[config.mk]
export PLATFORM = sky130hd
export DESIGN_NAME = booth_seq_mult
export DESIGN_NICKNAME = d
export VERILOG_FILES = /design/src/rtl/booth_pkg.sv /design/src/rtl/booth_recoder.sv /design/src/rtl/booth_addsub.sv /design/src/rtl/booth_shifter.sv /design/src/rtl/booth_ctrl.sv /design/src/rtl/booth_seq_mult.sv
export SDC_FILE = /design/constraint.sdc
export NUM_CORES = 1
export LEC_CHECK = 0
export CELL_PAD_IN_SITES_DETAIL_PLACEMENT = 1
export CELL_PAD_IN_SITES_GLOBAL_PLACEMENT = 1
export CORE_UTILIZATION = 50
export DETAILED_ROUTE_END_ITERATION = 10
export DONT_BUFFER_PORTS = 1
export PLACE_DENSITY = 0.85
export SYNTH_ARGS = -nofsm -noshare
export SYNTH_HDL_FRONTEND = slang
export SYNTH_SLANG_ARGS = --single-unit
[constraint.sdc]
create_clock -name clk -period 7.15 [get_ports clk]
set_input_delay 0.3575 -clock clk [delete_from_list [all_inputs] [get_ports clk]]
set_output_delay 0.3575 -clock clk [all_outputs]
set_load 0.03 [all_outputs]
[src/rtl/booth_pkg.sv]
package booth_pkg;

    // Action chosen for one Booth step
    typedef enum logic [1:0] {
        STEP_SHIFT = 2'b00,
        STEP_ADD   = 2'b01,
        STEP_SUB   = 2'b10
    } step_e;

    // Control outputs of the sequencer
    typedef struct packed {
        logic busy;
        logic done;
        logic load;
        logic step;
    } ctrl_s;

    // Recode the pair {low multiplier bit, guard bit}
    function automatic step_e booth_recode(input logic q_lsb, input logic q_guard);
        step_e r;
        case ({q_lsb, q_guard})
            2'b10:   r = STEP_SUB;
            2'b01:   r = STEP_ADD;
            default: r = STEP_SHIFT;
        endcase
        return r;
    endfunction

endpackage

[src/rtl/booth_recoder.sv]
module booth_recoder
    import booth_pkg::*;
(
    input  logic  q_lsb,
    input  logic  q_guard,
    output step_e step
);

    always_comb begin
        step = booth_recode(q_lsb, q_guard);
    end

endmodule

[src/rtl/booth_addsub.sv]
module booth_addsub
    import booth_pkg::*;
#(
    parameter int W = 9
) (
    input  logic [W-1:0] acc_in,
    input  logic [W-1:0] m_in,
    input  step_e        step,
    output logic [W-1:0] acc_out
);

    logic         do_sub;
    logic         do_op;
    logic [W-1:0] m_eff;
    logic [W:0]   carry;
    logic [W-1:0] sum;

    assign do_sub   = (step == STEP_SUB);
    assign do_op    = (step != STEP_SHIFT);
    assign m_eff    = do_sub ? ~m_in : m_in;
    assign carry[0] = do_sub;

    // Ripple chain of full adders
    for (genvar i = 0; i < W; i++) begin : g_fa
        assign sum[i]     = acc_in[i] ^ m_eff[i] ^ carry[i];
        assign carry[i+1] = (acc_in[i] & m_eff[i]) | (carry[i] & (acc_in[i] ^ m_eff[i]));
    end

    assign acc_out = do_op ? sum : acc_in;

    // Shift-only steps pass the accumulator through unchanged
    always_comb begin
        if (step == STEP_SHIFT) begin
            a_r4_shift_only_passes: assert (acc_out == acc_in);
        end
    end

endmodule

[src/rtl/booth_shifter.sv]
module booth_shifter #(
    parameter int AW = 9,
    parameter int QW = 8
) (
    input  logic [AW-1:0] a_in,
    input  logic [QW-1:0] q_in,
    input  logic          g_in,
    output logic [AW-1:0] a_out,
    output logic [QW-1:0] q_out,
    output logic          g_out
);

    assign a_out = {a_in[AW-1], a_in[AW-1:1]};
    assign q_out = {a_in[0], q_in[QW-1:1]};
    assign g_out = q_in[0];

endmodule

[src/rtl/booth_ctrl.sv]
module booth_ctrl
    import booth_pkg::*;
#(
    parameter int N = 8
) (
    input  logic  clk,
    input  logic  rst,
    input  logic  start,
    output ctrl_s ctrl
);

    localparam int CW = $clog2(N + 1);
    localparam logic [CW-1:0] LAST = CW'(N - 1);

    logic          busy_q;
    logic          done_q;
    logic [CW-1:0] cnt_q;
    logic          load;

    assign load = start && !busy_q;

    always_ff @(posedge clk) begin
        if (rst) begin
            busy_q <= 1'b0;
            done_q <= 1'b0;
            cnt_q  <= '0;
        end else begin
            done_q <= 1'b0;
            if (load) begin
                busy_q <= 1'b1;
                cnt_q  <= '0;
            end else if (busy_q) begin
                if (cnt_q == LAST) begin
                    busy_q <= 1'b0;
                    done_q <= 1'b1;
                end
                cnt_q <= cnt_q + 1'b1;
            end
        end
    end

    assign ctrl.busy = busy_q;
    assign ctrl.done = done_q;
    assign ctrl.load = load;
    assign ctrl.step = busy_q;

    // step counter never passes the last step while running
    a_r2_count_in_range: assert property (@(posedge clk) disable iff (rst)
        busy_q |-> (cnt_q < CW'(N)));

    // done lasts a single cycle
    a_r3_done_one_cycle: assert property (@(posedge clk) disable iff (rst)
        done_q |=> !done_q);

    // done appears only as busy ends
    a_r3_done_ends_busy: assert property (@(posedge clk) disable iff (rst)
        done_q |-> ($past(busy_q) && !busy_q));

    // a start while running does not restart the count
    a_r6_no_restart: assert property (@(posedge clk) disable iff (rst)
        (busy_q && start) |=> (cnt_q != '0));

endmodule

[src/rtl/booth_seq_mult.sv]
module booth_seq_mult
    import booth_pkg::*;
#(
    parameter int WIDTH = 8
) (
    input  logic               clk,
    input  logic               rst,
    input  logic               start,
    input  logic [WIDTH-1:0]   mcand,
    input  logic [WIDTH-1:0]   mplier,
    output logic               busy,
    output logic               done,
    output logic [2*WIDTH-1:0] product
);

    localparam int AW = WIDTH + 1;

    ctrl_s            ctrl;
    step_e            step;
    logic [AW-1:0]    acc_q;
    logic [AW-1:0]    m_q;
    logic [WIDTH-1:0] q_q;
    logic             guard_q;
    logic [AW-1:0]    acc_sum;
    logic [AW-1:0]    acc_sh;
    logic [WIDTH-1:0] q_sh;
    logic             guard_sh;

    booth_ctrl #(.N(WIDTH)) u_ctrl (
        .clk   (clk),
        .rst   (rst),
        .start (start),
        .ctrl  (ctrl)
    );

    booth_recoder u_recoder (
        .q_lsb   (q_q[0]),
        .q_guard (guard_q),
        .step    (step)
    );

    booth_addsub #(.W(AW)) u_addsub (
        .acc_in  (acc_q),
        .m_in    (m_q),
        .step    (step),
        .acc_out (acc_sum)
    );

    booth_shifter #(.AW(AW), .QW(WIDTH)) u_shifter (
        .a_in  (acc_sum),
        .q_in  (q_q),
        .g_in  (guard_q),
        .a_out (acc_sh),
        .q_out (q_sh),
        .g_out (guard_sh)
    );

    always_ff @(posedge clk) begin
        if (rst) begin
            acc_q   <= '0;
            m_q     <= '0;
            q_q     <= '0;
            guard_q <= 1'b0;
        end else if (ctrl.load) begin
            acc_q   <= '0;
            m_q     <= {mcand[WIDTH-1], mcand};
            q_q     <= mplier;
            guard_q <= 1'b0;
        end else if (ctrl.step) begin
            acc_q   <= acc_sh;
            q_q     <= q_sh;
            guard_q <= guard_sh;
        end
    end

    assign busy    = ctrl.busy;
    assign done    = ctrl.done;
    assign product = {acc_q[WIDTH-1:0], q_q};

    // after each shift the accumulator fits in WIDTH bits
    a_r5_acc_fits: assert property (@(posedge clk) disable iff (rst)
        (busy || done) |-> (acc_q[AW-1] == acc_q[AW-2]));

    // multiplicand stays fixed during a run
    a_r6_mcand_kept: assert property (@(posedge clk) disable iff (rst)
        busy |=> $stable(m_q));

    // result held while idle and no start
    a_r7_product_held: assert property (@(posedge clk) disable iff (rst)
        (!busy && !start) |=> $stable(product));

endmodule

==> results.yml <==
outcome:
  outcome: "finished clean"
final_layout:
  syn2layout_area_growth_pct: 1.04
  nets: 201
  layoutNonFillerInstCount: 215
  antenna_cells: 0
  drive_above_1_share: 0.140
power:
  leakage_uw: 0.000609
  cellPowerDensity_nw_per_um2: 194
  ir_worst_vdd_mv: 0.103
sta:
  clock_skew_ps: 6.55
  rsz0062_at_grt: "no"
  relSlewSlack: 0.632
  period_needed_ps: 4460
  final_hold_viol_count: 0
  finalCritPeriodShare: 0.624
  fin_tns_setup_ps: 0
  finalSetupViolCount: 0
  fmax_mhz: 224
  worstMarginPinSlew_ps: 551
  maxSlewViolCount: 0
die:
  io_pins: 37
  dieArea_sq_um: 3620
  num_rows: 20
  core_area_sq_um: 3130
  start_util: 0.540
  fp.dieH_um: 60.1
  die-width_um: 60.1
critical_path:
  criticalPathCategory: "register to register"
  critical_path_required_ps: 7360
  r2r_slack_ps: 2690
  worstReg2RegStart: "q_q[0]"
  cp.arrival_ps: 4670
  startpoint: "q_q[0]"
  r2r_cells: 14
  r2r-end: "acc_q[6]"
  critPathCaptureType: "register"
  cp-start-kind: "register"
  endpoint: "acc_q[6]"
  cp_max_fo: 8
clock_tree:
  clockBufferDepth: 2
  cts_tree: "built"
  root_buffer: "clkbuf_4"
  ctsHoldBuffers: 0
  numCtsBuffers: 5
  cts.repair.resized: 0
  cts_setup_buffers: 0
  clk_pin_slew_ps: 90
  clkLatencyLatePin_ps: 320
  cts_sinks: 31
  cts_max_level: 2
logic_synthesis:
  synth_seq_cells: 31
  postSynthCellCount: 177
  yosysSeqAreaShare: 0.367
  syn_area_sq_um: 1690
  yosys_warnings: 0
  synth_fp_nets: 206
  ys_types: 25
  avgSynthCellArea_sq_um: 9.55
place:
  dpl.cell_count: 209
  hpwl_um: 2430
  numPortBuffers: 0
  routabilityCongestion: 0.769
global_route:
  grt_max_degree: 30
  grt_use_total: 0.206
  gr-total-overflow: 0
  grt_pass1_vias: 1158
  grt_antenna_before_repair: 0
  grt_pass1_wl_um: 5270
routing:
  num_vias: 1121
  dr.pass1.iters: 4
  drcViolationCount: 0
  drt-total-wl_um: 3220
  viasPerCell: 5.21
  drt_iter0_drc: 25
  wl_per_cell_um: 15.0
  drtAntennaViolNets: 0
min_path:
  hold_path.class: "primary input to register"
run:
  maxCapViolCount: 0
==> flip-flops by register name, summed over array words and instances, names as in the netlist <==
| signal | flops |
|---|---|
| acc_q | 8 |
| u_ctrl.done_q | 1 |
| q_q | 8 |
| u_ctrl.busy_q | 1 |
| u_ctrl.cnt_q | 4 |
| m_q | 8 |
| guard_q | 1 |
==> power by group <==
part / internal [uW] / switching, uW / leakage, uW
logic: 22.0 / 24.4 / 0.000331
registers: 180 / 15.9 / 0.000253
clock network: 34.9 / 54.3 / 0.0000242
total: 237 / 94.6 / 0.000609
==> metrics by stage <==
step / setup WS, ps / hold WS (ps) / util / power [uW] / area (sq um)
after global placement: 2900 / 429 / 0.533 / 243 / 1670
after detailed placement: 2670 / 431 / 0.533 / 247 / 1670
after floorplan: 3290 / 448 / - / 243 / 1690
after CTS: 2670 / 81.5 / 0.546 / 335 / 1710
after global routing: 2480 / 79.1 / 0.546 / 347 / 1710
final: 2690 / 94.7 / 0.546 / 332 / 1710
==> kinds of logic after synthesis <==
family	count (synthesis)	share of synthesized area
xor gates and xnor gates	11	0.0570
adders and majority gates	10	0.110
AOI/OAI and AO/OA	24	0.0844
buffers and inverters	23	0.0733
and+or+nand+nor	59	0.175
DFF	31	0.367
muxes	19	0.133
==> cell type report <==
| class | instances | area [sq um] |
|---|---|---|
| inverter | 10 | 37.5 |
| fill | 368 | 1420 |
| multi-input combinational | 123 | 946 |
| clock buffer | 6 | 41.3 |
| timing repair buffer | 1 | 7.51 |
| sequential | 31 | 621 |
| tap | 44 | 55.1 |
==> cells in the final DEF (no fill, tap or decap), types with 2 or more instances in the layout <==
| cell type | instances |
|---|---|
| xnor2_1 | 7 |
| nor2_2 | 6 |
| nor2_1 | 16 |
| fa_1 | 8 |
| nor2b_1 | 4 |
| clkbuf_4 | 5 |
| nand2_1 | 17 |
| a211oi_1 | 3 |
| mux2_4 | 7 |
| a21oi_1 | 10 |
| dfxtp_1 | 31 |
| inv_1 | 10 |
| ha_1 | 2 |
| mux2i_1 | 12 |
| o21ai_0 | 7 |
| and2_1 | 6 |
| nand2b_1 | 7 |
| a21oi_2 | 4 |
| xor2_1 | 4 |
==> layer usage <==
metal  vias up  wire length (um)  track usage
met2        29              1570        0.327
met4         0                42       0.0831
met3         5               172       0.0823
met1       535              1430        0.247
li1        552                 -            -
met5         -                 0            0
==> how the worst min path moves through the flow <==
| stage | from | endpoint | cells after the start |
|---|---|---|---|
| 5_1_grt | rst | m_q[0] | 1 |
| 3_3_place_gp | rst | m_q[5] | 1 |
| 4_1_cts | rst | m_q[0] | 1 |
| 2_1_floorplan | m_q[5] | m_q[5] | 2 |
| 3_5_place_dp | rst | m_q[2] | 1 |
| 6_report | rst | m_q[0] | 1 |
==> synth_stat cells, drive strengths merged <==
cell	n	area share
buf	12	0.049
ha	2	0.015
nand2	17	0.038
a211oi	3	0.013
xnor2	7	0.036
nor2b	4	0.015
nand4	1	0.0037
xor2	4	0.021
nand2b	8	0.034
dfxtp	31	0.37
a21oi	14	0.050
inv	10	0.022
clkbuf	1	0.0022
nor2	22	0.058
o21ai	7	0.021
mux2	7	0.062
fa	8	0.095
nand4b	1	0.0052
mux2i	12	0.071
and2	6	0.022
==> worst max-delay path, stage by stage, from the launching register on <==
cell and delay [ps]:
dfxtp_1 570, ha_1 490, xnor2_1 170, fa_1 430, fa_1 400, fa_1 390, fa_1 380, inv_1 90
fa_1 160, inv_1 50, fa_1 410, fa_1 500, nor2_1 40, o21ai_0 190, a21oi_1 90
No activity file was read; power rests on OpenSTA's default activity.
